`config.mk`:
```
export PLATFORM = sky130hd
export DESIGN_NAME = irq_entry_ctrl
export DESIGN_NICKNAME = d
export VERILOG_FILES = /design/src/rtl/irq_entry_pkg.sv /design/src/rtl/irq_async_edge.sv /design/src/rtl/irq_flag_bank.sv /design/src/rtl/irq_ret_stack.sv /design/src/rtl/irq_entry_ctrl.sv
export SDC_FILE = /design/constraint.sdc
export NUM_CORES = 1
export LEC_CHECK = 0
export ABC_AREA = 1
export BUFFER_PORTS_ARGS = -buffer_cell sky130_fd_sc_hd__buf_2
export CAP_MARGIN = 10
export CORE_MARGIN = 1
export CORE_UTILIZATION = 36
export DETAILED_ROUTE_END_ITERATION = 10
export PLACE_DENSITY_LB_ADDON = 0.05
export SYNTH_ARGS = -nofsm -noshare
export SYNTH_HDL_FRONTEND = slang
export SYNTH_SLANG_ARGS = --single-unit
```
`constraint.sdc`:
```
create_clock -name clk -period 3.21 [get_ports clk]
set_clock_uncertainty 0.05 [all_clocks]
set_input_delay 0 -clock clk [delete_from_list [all_inputs] [get_ports clk]]
set_output_delay 0 -clock clk [all_outputs]
set_load 0.01 [all_outputs]
```
`src/rtl/irq_entry_pkg.sv`:
```
package irq_entry_pkg;

    typedef enum logic [1:0] {
        SEL_CTL  = 2'd0,
        SEL_EN   = 2'd1,
        SEL_FLAG = 2'd2,
        SEL_PEND = 2'd3
    } reg_sel_e;

    typedef enum logic {
        SEQ_IDLE  = 1'b0,
        SEQ_REDIR = 1'b1
    } seq_state_e;

    typedef struct packed {
        logic take;
        logic ret;
    } seq_cmd_t;

    localparam int unsigned IRQ_VECTOR = 4;

endpackage

```
`src/rtl/irq_async_edge.sv`:
```
module irq_async_edge #(
    parameter int N = 2
) (
    input  logic         clk,
    input  logic         rst,
    input  logic [N-1:0] raw,
    output logic [N-1:0] pulse
);
    for (genvar i = 0; i < N; i++) begin : g_sync
        logic s1_q, s2_q, s3_q;
        always_ff @(posedge clk) begin
            if (rst) begin
                s1_q <= 1'b0;
                s2_q <= 1'b0;
                s3_q <= 1'b0;
            end else begin
                s1_q <= raw[i];
                s2_q <= s1_q;
                s3_q <= s2_q;
            end
        end
        assign pulse[i] = s2_q & ~s3_q;
    end
endmodule

```
`src/rtl/irq_flag_bank.sv`:
```
module irq_flag_bank
    import irq_entry_pkg::*;
#(
    parameter int               N_SRC       = 8,
    parameter logic [N_SRC-1:0] PERIPH_MASK = '0
) (
    input  logic             clk,
    input  logic             rst,
    input  logic [N_SRC-1:0] evt,
    input  logic             reg_we,
    input  reg_sel_e         reg_sel,
    input  logic [N_SRC-1:0] wdata,
    input  seq_cmd_t         cmd,
    output logic [N_SRC-1:0] flags,
    output logic [N_SRC-1:0] en,
    output logic [N_SRC-1:0] pend,
    output logic             ge,
    output logic             pe
);
    logic [N_SRC-1:0] flags_q, en_q, gate;
    logic             ge_q, pe_q;
    logic             wr_ctl, wr_en, wr_flag;

    assign wr_ctl  = reg_we && (reg_sel == SEL_CTL);
    assign wr_en   = reg_we && (reg_sel == SEL_EN);
    assign wr_flag = reg_we && (reg_sel == SEL_FLAG);

    always_ff @(posedge clk) begin
        if (rst) begin
            flags_q <= '0;
            en_q    <= '0;
            ge_q    <= 1'b0;
            pe_q    <= 1'b0;
        end else begin
            flags_q <= (wr_flag ? wdata : flags_q) | evt;
            if (wr_en)  en_q <= wdata;
            if (wr_ctl) pe_q <= wdata[1];
            if (cmd.take)     ge_q <= 1'b0;
            else if (cmd.ret) ge_q <= 1'b1;
            else if (wr_ctl)  ge_q <= wdata[0];
        end
    end

    for (genvar i = 0; i < N_SRC; i++) begin : g_gate
        if (PERIPH_MASK[i]) begin : g_periph
            assign gate[i] = pe_q;
        end else begin : g_plain
            assign gate[i] = 1'b1;
        end
    end

    assign pend  = flags_q & en_q & gate;
    assign flags = flags_q;
    assign en    = en_q;
    assign ge    = ge_q;
    assign pe    = pe_q;


    reset_clear_chk: assert property (@(posedge clk)
        rst |=> (!ge_q && !pe_q && en_q == '0 && flags_q == '0));


    flag_capture_chk: assert property (@(posedge clk) disable iff (rst)
        (|evt) |=> ((flags_q & $past(evt)) == $past(evt)));
endmodule

```
`src/rtl/irq_ret_stack.sv`:
```
module irq_ret_stack #(
    parameter int PC_W  = 13,
    parameter int DEPTH = 8
) (
    input  logic            clk,
    input  logic            rst,
    input  logic            push,
    input  logic            pop,
    input  logic [PC_W-1:0] push_data,
    output logic [PC_W-1:0] top
);
    localparam int PTR_W = $clog2(DEPTH);

    logic [PC_W-1:0]  mem [DEPTH];
    logic [PTR_W-1:0] ptr_q;

    always_ff @(posedge clk) begin
        if (rst) begin
            ptr_q <= '0;
        end else if (push) begin
            mem[ptr_q] <= push_data;
            ptr_q      <= ptr_q + PTR_W'(1);
        end else if (pop) begin
            ptr_q <= ptr_q - PTR_W'(1);
        end
    end

    assign top = mem[ptr_q - PTR_W'(1)];


    push_advance_chk: assert property (@(posedge clk) disable iff (rst)
        push |=> (ptr_q == PTR_W'($past(ptr_q) + PTR_W'(1))));


    pop_return_chk: assert property (@(posedge clk) disable iff (rst)
        (push && !pop) |=> (top == $past(push_data)));
endmodule

```
`src/rtl/irq_entry_ctrl.sv`:
```
module irq_entry_ctrl
    import irq_entry_pkg::*;
#(
    parameter int               N_SRC       = 8,
    parameter int               N_ASYNC     = 2,
    parameter logic [N_SRC-1:0] PERIPH_MASK = 8'hF0,
    parameter int               PC_W        = 13,
    parameter int               STK_DEPTH   = 8,
    localparam int              N_SYNC      = N_SRC - N_ASYNC
) (
    input  logic              clk,
    input  logic              rst,
    input  logic [N_SYNC-1:0] evt_sync,
    input  logic [N_ASYNC-1:0] evt_async,
    input  logic              reg_we,
    input  logic [1:0]        reg_sel,
    input  logic [N_SRC-1:0]  reg_wdata,
    output logic [N_SRC-1:0]  reg_rdata,
    input  logic [PC_W-1:0]   core_pc,
    input  logic              ret_req,
    output logic              flush,
    output logic              pc_load,
    output logic [PC_W-1:0]   pc_target,
    output logic              busy
);
    localparam logic [PC_W-1:0] VEC = PC_W'(IRQ_VECTOR);

    logic [N_ASYNC-1:0] async_pulse;
    logic [N_SRC-1:0]   evt, flags, en, pend;
    logic               ge, pe;
    seq_cmd_t           cmd;
    seq_state_e         state_q;
    logic               flush_q, load_q;
    logic [PC_W-1:0]    tgt_q, stack_top;
    reg_sel_e           sel;

    assign sel = reg_sel_e'(reg_sel);
    assign evt = {async_pulse, evt_sync};

    irq_async_edge #(.N(N_ASYNC)) u_async (
        .clk   (clk),
        .rst   (rst),
        .raw   (evt_async),
        .pulse (async_pulse)
    );

    irq_flag_bank #(.N_SRC(N_SRC), .PERIPH_MASK(PERIPH_MASK)) u_bank (
        .clk     (clk),
        .rst     (rst),
        .evt     (evt),
        .reg_we  (reg_we),
        .reg_sel (sel),
        .wdata   (reg_wdata),
        .cmd     (cmd),
        .flags   (flags),
        .en      (en),
        .pend    (pend),
        .ge      (ge),
        .pe      (pe)
    );

    irq_ret_stack #(.PC_W(PC_W), .DEPTH(STK_DEPTH)) u_stack (
        .clk       (clk),
        .rst       (rst),
        .push      (cmd.take),
        .pop       (cmd.ret),
        .push_data (core_pc),
        .top       (stack_top)
    );

    // return wins over entry in the same cycle; nothing is accepted while busy
    always_comb begin
        cmd.ret  = ret_req && (state_q == SEQ_IDLE);
        cmd.take = ge && (|pend) && (state_q == SEQ_IDLE) && !ret_req;
    end

    always_ff @(posedge clk) begin
        if (rst) begin
            state_q <= SEQ_IDLE;
            flush_q <= 1'b0;
            load_q  <= 1'b0;
            tgt_q   <= '0;
        end else begin
            state_q <= cmd.take ? SEQ_REDIR : SEQ_IDLE;
            flush_q <= cmd.take;
            load_q  <= cmd.take | cmd.ret;
            if (cmd.take)     tgt_q <= VEC;
            else if (cmd.ret) tgt_q <= stack_top;
        end
    end

    always_comb begin
        unique case (sel)
            SEL_CTL:  reg_rdata = {{(N_SRC-2){1'b0}}, pe, ge};
            SEL_EN:   reg_rdata = en;
            SEL_FLAG: reg_rdata = flags;
            default:  reg_rdata = pend;
        endcase
    end

    assign flush     = flush_q;
    assign pc_load   = load_q;
    assign pc_target = tgt_q;
    assign busy      = (state_q == SEQ_REDIR);


    redirect_vector_chk: assert property (@(posedge clk) disable iff (rst)
        flush |-> (pc_load && busy && pc_target == VEC && !ge));


    entry_needs_ge_chk: assert property (@(posedge clk) disable iff (rst)
        $rose(flush) |-> $past(ge));


    busy_single_chk: assert property (@(posedge clk) disable iff (rst)
        busy |=> !busy);


    return_restores_chk: assert property (@(posedge clk) disable iff (rst)
        (ret_req && !busy) |=> (pc_load && !flush && ge));
endmodule

```
## Yosys cells after proc, flatten, opt, wreduce, memory -nomap -nowiden

Memories as Yosys holds them, arrays and structs flattened.
Cells that the tools add are included.

| storage, ports and cells | value |
|---|---|
| bits in registers | 43 |
| bits in writable memories | 104 |
| input bits | 35 |
| logic and storage cells | 54 |
| memories kept | 1 |

| cells by class | value |
|---|---|
| add/subtract/negate cells | 2 |
| eq/ne operators | 2 |
| muxes and demuxes | 11 |
| bitwise operators | 9 |
| reductions and logical operators | 13 |

Memories:

| memory | words | bits a word | rd ports | clocked after Yosys merged registers in | wr ports | RTL line | text |
|---|---|---|---|---|---|---|---|
| u_stack.mem | 8 | 13 | 1 | 0 | 1 | irq_ret_stack.sv:14 | `logic [PC_W-1:0] mem [DEPTH];` |

Operator list:

| cell | count |
|---|---|
| $pmux 8 s3 | 1 |
| $and 8x8->8 | 2 |
| $mux 3 | 4 |
| $mux 8 | 1 |
| $or 8x8->8 | 1 |
| $reduce_or 8->1 | 1 |
| $logic_and 1x1->1 | 7 |
| $mux 1 | 5 |
| $reduce_bool 2->1 | 2 |
| $add 3x1->3 const B | 1 |
| $not 1->1 | 3 |
| $sub 3x1->3 const B | 1 |
| $and 1x1->1 | 2 |
| $eq 2x1->1 const B | 1 |
| $eq 2x2->1 const B | 1 |
| $logic_not 2->1 | 1 |
| $reduce_or 2->1 | 1 |
| $logic_not 1->1 | 1 |
| $or 1x1->1 | 1 |

## Depth between registers and ports, before layout

Gate-level depths: netlist of run 1.

| logic depth | value |
|---|---|
| depth in word-level cells | 9 |
| gate-level depth with buffers | 11 |
| depth with buffers taken out | 9 |

## Hierarchy

Synthesis of run 1 repeated with hierarchy kept, for this count alone.

| unflattened totals | value |
|---|---|
| cells, all modules | 776 |
| area total of the unflattened synthesis | 6,670.1 um^2 |

Modules (own cells, without submodules):

| module | times used | cells each | area each (um^2) | seq. area each (um^2) |
|---|---|---|---|---|
| irq_ret_stack | 1 | 494 | 4,815.9 | 3,183.1 |
| irq_entry_ctrl | 1 | 139 | 852.1 | 300.3 |
| irq_flag_bank | 1 | 123 | 829.5 | 360.3 |
| irq_async_edge | 1 | 20 | 172.7 | 120.1 |

## Least setup slack after synthesis of run 1

Ideal clock, no wire load.

| timing | value |
|---|---|
| path kind | register to register |
| start point | register u_bank.pe_q, in the netlist u_bank.pe |
| end point | memory u_stack.mem[0][0], enable pin |
| library setup time | 382 ps |
| arrival | 1,575 ps |
| data required time | 2,778 ps |
| slack | 1,203 ps |
| cell stages (with the launch flop) | 10 |
| clock period less this slack | 2,007 ps |
| path through | dfxtp_1 -> nand3_1 -> nand2_1 -> nor2_1 -> nand2_2 -> nand2_2 -> buf_6 -> nor2_8 -> nand2_4 -> nor2_1 |

| between the ends | value |
|---|---|
| cells in the longest elaborated chain, start to end | 8 |

RTL lines:

| element | RTL line | text |
|---|---|---|
| from (decl) | irq_flag_bank.sv:21 | `logic ge_q, pe_q;` |
| from (signal assigned) | irq_flag_bank.sv:37 | `if (wr_ctl) pe_q <= wdata[1];` |
| $and 8x8->8 | irq_flag_bank.sv:52 | `assign pend = flags_q & en_q & gate;` |
| $reduce_or 8->1 | irq_entry_ctrl.sv:74 | `cmd.take = ge && (\|pend) && (state_q == SEQ_IDLE) && !ret_req;` |
| $logic_and 1x1->1 (3 in series) | irq_entry_ctrl.sv:74 |  |
| $mux 1 | irq_ret_stack.sv:20 | `end else if (push) begin` |
| $mux 1 | irq_ret_stack.sv:18 | `if (rst) begin` |
| $mux 1 (implied by the code) | irq_ret_stack.sv:21 | `mem[ptr_q] <= push_data;` |
| to (decl) | irq_ret_stack.sv:14 |  |

No other way between the ends.

## Worst setup path after layout of run 1

| timing | value |
|---|---|
| start point | register u_bank.pe_q, in the netlist u_bank.pe |
| end point | register u_bank.ge_q, in the netlist u_bank.ge |

| between the ends | value |
|---|---|
| cells in the longest elaborated chain, start to end | 6 |

RTL lines:

| element | RTL line | text |
|---|---|---|
| $and 8x8->8 | irq_flag_bank.sv:52 |  |
| $reduce_or 8->1 | irq_entry_ctrl.sv:74 |  |
| $logic_and 1x1->1 (3 in series) | irq_entry_ctrl.sv:74 |  |
| $reduce_or 2->1 (no source line) | - |  |
| to (signal assigned) | irq_flag_bank.sv:40 | `else if (wr_ctl) ge_q <= wdata[0];` |
| to (decl) | irq_flag_bank.sv:21 |  |

No other way between the ends.
A chain may end at the register's enable or synchronous reset.

==> results of run 1 <==
==> area by class of cell <==
cell class              count  share of cell area
clock buffers              18             0.05755
clock inverters            14             0.02517
inverters                  51             0.02601
multi-input cells         337              0.2136
flip-flops and latches    147              0.5344
well taps                 216             0.03624
repair buffers            112              0.1070
==> cell usage in the layout, fill, tap and decap left out, drive strengths merged <==
cell type	instances
a21oi	15
a221oi	2
a31oi	13
buf	71
bufinv	4
clkbuf	18
clkinv	9
dfxtp	43
dlygate4sd3	41
edfxtp	104
ha	2
inv	52
nand2	128
nand3	46
nor2	56
o21ai	56
o221ai	4
o22ai	12
xnor2	2
xor2	1
==> worst paths after layout <==
path / endpoint / cells past startpoint
worst max-delay path: u_bank.ge / 8
worst min-delay path: u_stack.ptr_q[2] / 7
worst max register to register: u_bank.ge / 8
worst min register to register: u_async.g_sync[1].s2_q / 2
==> kinds of logic (layout without fill, tap and decap cells) <==
group,Yosys count,after routing,synth area share
compound gates,102,102,0.09525
xor+xnor,3,3,0.004436
fa+ha+maj,2,2,0.004223
buf+inv,78,195,0.05871
flops,147,147,0.6724
simple gates,230,230,0.1649
==> state kept, by name, summed over array words and instances, names as in the netlist <==
signal,cells
busy,1
flush,1
pc_load,1
pc_target,13
u_async.g_sync.s1_q,2
u_async.g_sync.s2_q,2
u_async.g_sync.s3_q,2
u_bank.en,8
u_bank.flags,8
u_bank.ge,1
u_bank.pe,1
u_stack.mem,104
u_stack.ptr_q,3
==> synth_stat cells, drive strengths merged, types with 4 or more instances <==
master,n,share of area
o221ai,4,0.0059
a31oi,13,0.014
clkbuf,7,0.0044
nor2,56,0.040
o21ai,56,0.047
buf,20,0.022
inv,51,0.033
o22ai,12,0.013
dfxtp,43,0.15
a21oi,15,0.013
edfxtp,104,0.53
nand2,128,0.086
nand3,46,0.039
==> power by group through the flow <==
| stage | Combinational [mW] | Clock, mW | Sequential, mW |
|---|---|---|---|
| after floorplan | 0.294 | 0 | 2.16 |
| after global placement | 0.487 | 0 | 2.16 |
| after detailed placement | 0.484 | 0 | 2.16 |
| after CTS | 0.528 | 2.11 | 2.12 |
| after global routing | 0.575 | 2.19 | 2.12 |
| final | 0.518 | 2.07 | 2.12 |
==> metal layers <==
layer  vias up  wire [um]
li1       2133          -
met1      2112       6972
met2       106       7904
met3        11        658
met4         0        233
met5         -          0
==> timing repair <==
| action | CTS | global route |
|---|---|---|
| endpoints found under the hold margin | 134 | 0 |
| setup buffers | 0 | 0 |
| hold buffers | 41 | 0 |
==> tightest hold or removal path, cell delays in order <==
cell and delay (ns):
buf_2 0.09, inv_1 0.03, nand3_1 0.07, inv_1 0.05
nand3_1 0.08, nand2_1 0.05, a21oi_1 0.10
==> metrics.txt, run 1 <==
status finished, final reports clean; layout cells sized above 1 0.1649; EDFF count, synth between 100 and 150; core area around 16,000 um2; YS warnings 0; DRT Pass-1 Iters 5; crit end category register; slowest CP cell dlygate4sd3_1; hold_ws 0.05504 ns; CTS sink cnt 147; Max Fclk 406.2 MHz; CTS Buf Count 17; post-route setup slack 0.7484 ns; NetSw approximately 1.1 mW; dpl cells between 800 and 900; sequential cell area 3985 um2; post-route cell area 7457 um2; clock buffer depth 2; P_leak 2.971 nW; GRT Residual Overflow 0; Reg power frac 0.450; first-pass GRT wire length 23,910 um; crit path from u_bank.pe; DRC Markers 0; Max H-tree Level 4; worst IR drop on VDD between 0.0005 and 0.0006 V; synth unique cells 26; sequential area share after synthesis 0.6724; Worst R2R Start u_bank.pe; met1 Usage GRT 0.2375; Min Clock Period, post-route 2.462 ns; Mean Syn Cell Area 10.54 um2; final core utilization 0.4661; Setup WS pre-CTS around 0.93 ns; Core Rows 46; Final Net Count 703; max-cap check violation count 0; Post-Place Cell Area 6430 um2; Hold Crit Start ret_req; crit-path cells nand3_1 > nand2_1 > nor2_1 > nand2_2 > nand2_2 > nand2_1 > a31oi_1 > dlygate4sd3_1; Slew HR 0.4484; Area Growth Syn to Fin 25.87%; GRT busiest layer met2; ys flop type edfxtp_1; Die Area 16,970 um2; DRT Wirelength 15,770 um; Sw Share 0.2427; clock power share 0.440; final number of max-transition violations 0; Multi-input gate area 1593 um2; Vias 4,362; Port Buffers 58; PwrDens roughly 630 nW/um2; Final Hold Fails 0; WP buf/inv 1; die height 130.3 um; #FFs+latches synth roughly 150; I/O pins 59; post-synth net total 599; RSZ-0062 raised after global routing no; Tightest Hold Check Type in -> reg; Design Power 4.710 mW; routed length per instance around 18 um; Internal between 3 and 4 mW; # fillers 1,512; Clk Latency, worst-skew pair 0.41 ns; largest stage delay on the critical path 0.57 ns; slew at the pin closest to its max-slew limit 0.8265 ns; initial DRC count 246; asr flop ratio synth 0; Critical Path RT 3.52 ns; GR Util met2 0.3451; Worst setup SP type register; grt met3 use 0.04510; post_cts resized 0; WP data arrival 2.77 ns; clock slew at the register clock pins of the worst setup and hold paths 0.06 ns; post-route ant nets 0; mapped cell area roughly 5900 um2; Die W 130.3 um; Setup CP Type reg -> reg; TritonCTS clock tree built; Post-Synthesis Cells 562; Final TNS setup 0 ns; clock root cell clkbuf_16; final setup fails 0; Final period util 0.7668; DP Wirelength 9815 um; cell family with most CP delay simple AND/OR/NAND/NOR gates; initial antenna violation count 0; combinational power share 0.110; Max Fanout on Critical Path 13; vias in the first global route between 4,000 and 5,000; fin cells between 800 and 900; Reg2Reg Setup Slack about 0.75 ns; Final GP Congestion 0.7762; ANT cells 0; Vias/cell a little under 5; starting density of the core 0.3703; Total Routing Usage GR 0.1968; largest net degree at the start of global routing 56
No activity file was read; power rests on OpenSTA's default activity.
==> run 2: changes to the inputs <==
==> constraint.sdc (replaced) <==
create_clock -name clk -period 2.1 [get_ports clk]
set_clock_uncertainty 0.05 [all_clocks]
set_input_delay 0 -clock clk [delete_from_list [all_inputs] [get_ports clk]]
set_output_delay 0 -clock clk [all_outputs]
set_load 0.01 [all_outputs]
==> metrics.txt, run 2 (synthesis results as in run 1) <==
Tightest Hold Check Type in -> reg (unchanged); WP data arrival 1.83 ns (was 2.77 ns); Final GP Congestion 0.7822 (was 0.7762); Setup CP Type reg -> reg (unchanged); hold buffers post-CTS 42 (was 41); DP Wirelength 10,550 um (was 9815 um); first-pass GRT wire length 24,970 um (was 23,910 um); die height 130.3 um (unchanged); worst IR drop on VDD 0.0005806 V (was 0.0005186 V); CTS sink cnt 147 (unchanged); post-route ant nets 0 (unchanged); clock buffer depth 2 (unchanged); starting density of the core 0.3703 (unchanged); largest net degree at the start of global routing 56 (unchanged); crit end category register (unchanged); initial antenna violation count 0 (unchanged); final core utilization 0.4705 (was 0.4661); Port Buffers 58 (unchanged); Final period util 0.8454 (was 0.7668); Total Routing Usage GR 0.2061 (was 0.1968); largest stage delay on the critical path 0.41 ns (was 0.57 ns); Internal 5.379 mW (was 3.567 mW); postcts setup bufs 0 (unchanged); PwrDens 949.8 nW/um2 (was 631.6 nW/um2); Biggest register u_stack.mem (unchanged); clock slew at the register clock pins of the worst setup and hold paths 0.06 ns (about the same); slew at the pin closest to its max-slew limit 0.6294 ns (was 0.8265 ns); Die Area 16,970 um2 (unchanged); Final Net Count 712 (was 703); routed length per instance 17.94 um (was 17.62 um); P_leak 2.997 nW (was 2.971 nW); status finished, final reports clean (unchanged); vias in the first global route 4,268 (was 4,245); initial DRC count 302 (was 246); Final Hold Fails 0 (unchanged); layout cells sized above 1 0.1715 (was 0.1649); CTS Buf Count 17 (unchanged); hold_ws 0.08068 ns (was 0.05504 ns); Die W 130.3 um (unchanged); Slew HR 0.5804 (was 0.4484); TritonCTS clock tree built (unchanged); max FFs per register 104 (unchanged); final number of max-transition violations 0 (unchanged); Core Rows 46 (unchanged); DRT Wirelength 16,220 um (was 15,770 um); clock power share 0.428 (was 0.440); Worst setup SP type register (unchanged); DRT Pass-1 Iters 5 (unchanged); crit path from u_bank.pe (unchanged); Hold Crit Start reg_sel[1] (was ret_req); final setup fails 0 (unchanged); Vias/cell 4.899 (was 4.874); RSZ-0062 raised after global routing no (unchanged); DRC Markers 0 (unchanged); slowest CP cell dfxtp_1 (was dlygate4sd3_1); clock root cell clkbuf_16 (unchanged); Clk Latency, worst-skew pair 0.42 ns (was 0.41 ns); Max H-tree Level 4 (unchanged); Final TNS setup 0 ns (unchanged); Sw Share 0.2478 (was 0.2427); Max Fanout on Critical Path 13 (unchanged); most common cell after layout, fill and taps aside nand2_1 (unchanged); Max Fclk 563.3 MHz (was 406.2 MHz); ANT cells 0 (unchanged); post_cts resized 0 (unchanged); combinational power share 0.119 (was 0.110); Worst R2R Start u_bank.pe (unchanged); core area 16,000 um2 (unchanged); Min Clock Period, post-route 1.775 ns (was 2.462 ns); Reg power frac 0.453 (was 0.450); Vias 4,429 (was 4,362); Critical Path RT 2.16 ns (was 3.52 ns); max-cap check violation count 0 (unchanged); GRT Residual Overflow 0 (unchanged); Area Growth Syn to Fin 27.07% (was 25.87%); most frequent cells in the layout nand2_1 (123), edfxtp_1 (104), buf_2 (58), o21ai_0 (54), nor2_1 (52) (unchanged); I/O pins 59 (unchanged); NetSw 1.772 mW (was 1.143 mW); crit-path cells nand3_1 > nand2_1 > nor2_1 > nand2_2 > nand2_2 > nor2_8 > nand2_4 > nor2_1 > buf_4 (was nand3_1 > nand2_1 > nor2_1 > nand2_2 > nand2_2 > nand2_1 > a31oi_1 > dlygate4sd3_1)
==> run 2: cell count changes in the layout (fill, tap and decap cells not counted) <==
cell / delta
buf_12: +2
buf_4: +6
bufinv_16: -1
clkbuf_1: +3
clkinv_1: -1
clkinv_2: -3
clkinv_4: -2
clkinvlp_4: +3
dlygate4sd3_1: +1
inv_6: +1
==> run 2: cell type report <==
type	count	area (um2)
fillers	1548	8472
flip-flops and latches	147	3985
multi-input cells	337	1593
repair buffers	121	893.4
clock buffers	21	440.4
well taps	216	270.3
inverters	51	193.9
clock inverters	11	152.6
==> run 2: final timing paths <==
kind	to	slack, ns	cells after the start
max	u_stack.mem[7][8]	0.32	9
min	u_bank.ge	0.08	5
max reg2reg	u_stack.mem[7][8]	0.32	9
min reg2reg	u_async.g_sync[0].s2_q	0.36	2
==> run 2: per-layer routing <==
| metal | GRT usage | vias up | part of all wire |
|---|---|---|---|
| met5 | 0 | - | 0 |
| met4 | 0.06908 | 0 | 0.016 |
| met3 | 0.05289 | 16 | 0.051 |
| met2 | 0.3229 | 137 | 0.47 |
| met1 | 0.2779 | 2124 | 0.47 |
| li1 | - | 2152 | - |
==> run 2: stage by stage <==
| stage | cell area, um2 | instances | setup WS (ns) | power (mW) |
|---|---|---|---|---|
| floorplan | 5924 | 562 | 0.09261 | 3.746 |
| global placement | 6515 | 830 | 0.3492 | 4.101 |
| detailed placement | 6515 | 830 | 0.3363 | 4.099 |
| CTS | 7528 | 904 | 0.3123 | 7.234 |
| global route | 7528 | 904 | 0.1552 | 7.436 |
| finish | 7528 | 904 | 0.3247 | 7.151 |
==> run 2: worst max-delay path: cells and delay by family (launching register included) <==
family,cells,cell delay [ns]
and+or+nand+nor,8,0.76
DFF,1,0.41
buffers and inverters,1,0.24
==> run 2: power by group through the flow <==
| stage | registers (mW) | logic [mW] | clock network [mW] |
|---|---|---|---|
| 4_1_cts | 3.24 | 0.865 | 3.13 |
| 5_1_grt | 3.25 | 0.948 | 3.24 |
| 2_1_floorplan | 3.30 | 0.449 | 0 |
| 3_3_place_gp | 3.30 | 0.801 | 0 |
| 6_report | 3.24 | 0.854 | 3.06 |
| 3_5_place_dp | 3.30 | 0.800 | 0 |
==> run 3: changes to the inputs <==
==> constraint.sdc (replaced) <==
create_clock -name clk -period 1.75 [get_ports clk]
set_clock_uncertainty 0.05 [all_clocks]
set_input_delay 0 -clock clk [delete_from_list [all_inputs] [get_ports clk]]
set_output_delay 0 -clock clk [all_outputs]
set_load 0.01 [all_outputs]
==> metrics.txt, run 3 (synthesis results as in run 1) <==
crit end category register (unchanged); Worst R2R Start u_bank.pe (unchanged); Vias/cell 4.844 (was 4.899); Core Rows 46 (unchanged); CTS sink cnt 147 (unchanged); Setup WS pre-CTS 0.01340 ns (was 0.3363 ns); P_leak 3.116 nW (was 2.997 nW); Min Clock Period, post-route 1.713 ns (was 1.775 ns); Setup CP Type reg -> reg (unchanged); Tightest Hold Check Type in -> reg (unchanged); Design Power 8.677 mW (was 7.151 mW); clock slew at the register clock pins of the worst setup and hold paths 0.06 ns (about the same); Max H-tree Level 4 (unchanged); DRT Pass-1 Iters 5 (unchanged); PwrDens 1107 nW/um2 (was 949.8 nW/um2); Worst setup SP type register (unchanged); slew at the pin closest to its max-slew limit 0.4589 ns (was 0.6294 ns); GRT Residual Overflow 0 (unchanged); most frequent cells in the layout nand2_1 (123), edfxtp_1 (104), buf_2 (58), o21ai_0 (54), inv_1 (50) (was nand2_1 (123), edfxtp_1 (104), buf_2 (58), o21ai_0 (54), nor2_1 (52)); Area Growth Syn to Fin 32.27% (was 27.07%); Final TNS setup 0 ns (unchanged); die height 130.3 um (unchanged); Clk Latency, worst-skew pair 0.42 ns (about the same); largest net degree at the start of global routing 56 (unchanged); Hold Path Depth 5 (unchanged); layout cells sized above 1 0.2095 (was 0.1715); Final Hold Fails 0 (unchanged); Total Routing Usage GR 0.1868 (was 0.2061); # fillers 1,511 (was 1,548); max-cap check violation count 0 (unchanged); Max Fanout on Critical Path 6 (was 13); final number of max-transition violations 0 (unchanged); Vias 4,423 (was 4,429); initial antenna violation count 0 (unchanged); Multi-input gate area 1672 um2 (was 1593 um2); starting density of the core 0.3703 (unchanged); CTS Buf Count 17 (unchanged); vias in the first global route 4,336 (was 4,268); Biggest register u_stack.mem (unchanged); Post-Place Cell Area 6675 um2 (was 6515 um2); clock root cell clkbuf_16 (unchanged); Reg2Reg Setup Slack 0.04 ns (was 0.32 ns); max FFs per register 104 (unchanged); WP data arrival 1.80 ns (was 1.83 ns); Final Net Count 721 (was 712); Die Area 16,970 um2 (unchanged); post-route cell area 7836 um2 (was 7528 um2); sequential cell area 3996 um2 (was 3985 um2); status finished, final reports clean (unchanged); post-route ant nets 0 (unchanged); DRC Markers 0 (unchanged); dpl cells 837 (was 830); TritonCTS clock tree built (unchanged); core area 16,000 um2 (unchanged); Slew HR 0.6933 (was 0.5804); R2R depth 9 (unchanged); Crit Reg-Reg Endpoint u_stack.mem[0][10] (was u_stack.mem[7][8]); hold_ws 0.06338 ns (was 0.08068 ns); clock buffer depth 2 (unchanged); DRT Wirelength 14,870 um (was 16,220 um); DP Wirelength 9678 um (was 10,550 um); ANT cells 0 (unchanged); final setup fails 0 (unchanged); final core utilization 0.4898 (was 0.4705); worst IR drop on VDD 0.0006866 V (was 0.0005806 V); I/O pins 59 (unchanged); Final period util 0.9786 (was 0.8454); fin cells 913 (was 904); Port Buffers 58 (unchanged); RSZ-0062 raised after global routing yes (was no); WHS Endpoint u_bank.ge (unchanged); Hold Crit Start reg_sel[1] (unchanged); Critical Path RT 1.84 ns (was 2.16 ns); initial DRC count 238 (was 302); routed length per instance 16.29 um (was 17.94 um); post-route setup slack 0.03742 ns (was 0.3247 ns); most common cell after layout, fill and taps aside nand2_1 (unchanged); Final GP Congestion 0.8028 (was 0.7822); first-pass GRT wire length 23,010 um (was 24,970 um); Max Fclk 583.9 MHz (was 563.3 MHz); Die W 130.3 um (unchanged)
==> run 3: changes by cell type in the layout (fill, tap and decap cells not counted), sizes merged <==
cell         before  now
clkbuf           21   24
clkinvlp          3    0
clkinv            3    4
dlygate4sd3      42   41
buf              79   88
inv              53   55
bufinv            3    1
==> run 3: how the worst max path moves through the flow <==
stage                                 from                  to  slack [ns]  cells after the start
after floorplan                  u_bank.pe   u_stack.mem[0][0]       -0.06                      9
after global placement           u_bank.pe   u_stack.mem[0][5]        0.08                      9
after detailed placement         u_bank.pe   u_stack.mem[0][9]        0.01                      9
after CTS                 u_stack.ptr_q[0]       pc_target[12]        0.06                      8
after global routing             u_bank.pe  u_stack.mem[0][10]       -0.06                      9
final                            u_bank.pe  u_stack.mem[0][10]        0.04                      9
==> run 3: layout make-up <==
cell class | count | share of cell area
Clock inverter | 9 | 0.01054
Inverter | 51 | 0.02475
Sequential cell | 147 | 0.5100
Clock buffer | 23 | 0.06930
Multi-Input combinational cell | 337 | 0.2133
Timing Repair Buffer | 130 | 0.1376
Tap cell | 216 | 0.03449
==> run 3: timing repair <==
action / 4_1_cts / 5_1_grt
pin swaps: 0 / 4
gates resized for setup: 1 / 21
hold buffers: 41 / 0
cloned: 0 / 1
setup endpoints to repair: 42 / 114
buffers inserted: 0 / 2
hold endpoints to repair: 134 / 0
==> run 3: worst max-delay path, cell delays in order, from the launching register on <==
cell       delay [ns]
dfxtp_4          0.38
nand3_1          0.09
nand2_1          0.08
nor2_1           0.04
nand2_2          0.08
nand2_4          0.07
nor2_8           0.18
nand2_8          0.10
nor2_4           0.18
clkbuf_16        0.18
==> run 3: report_power, final <==
part / internal (mW) / switching [mW] / leakage (nW)
logic: 0.411 / 0.627 / 1.51
clock network: 2.34 / 1.42 / 0.315
registers: 3.82 / 0.0689 / 1.29
total: 6.56 / 2.11 / 3.12
==> run 3: metal layers <==
layer,GRT usage,vias up,part of all wire
met5,0,-,0
met4,0.08413,0,0.016
met3,0.03731,17,0.038
met2,0.2863,92,0.46
met1,0.2555,2145,0.49
li1,-,2169,-
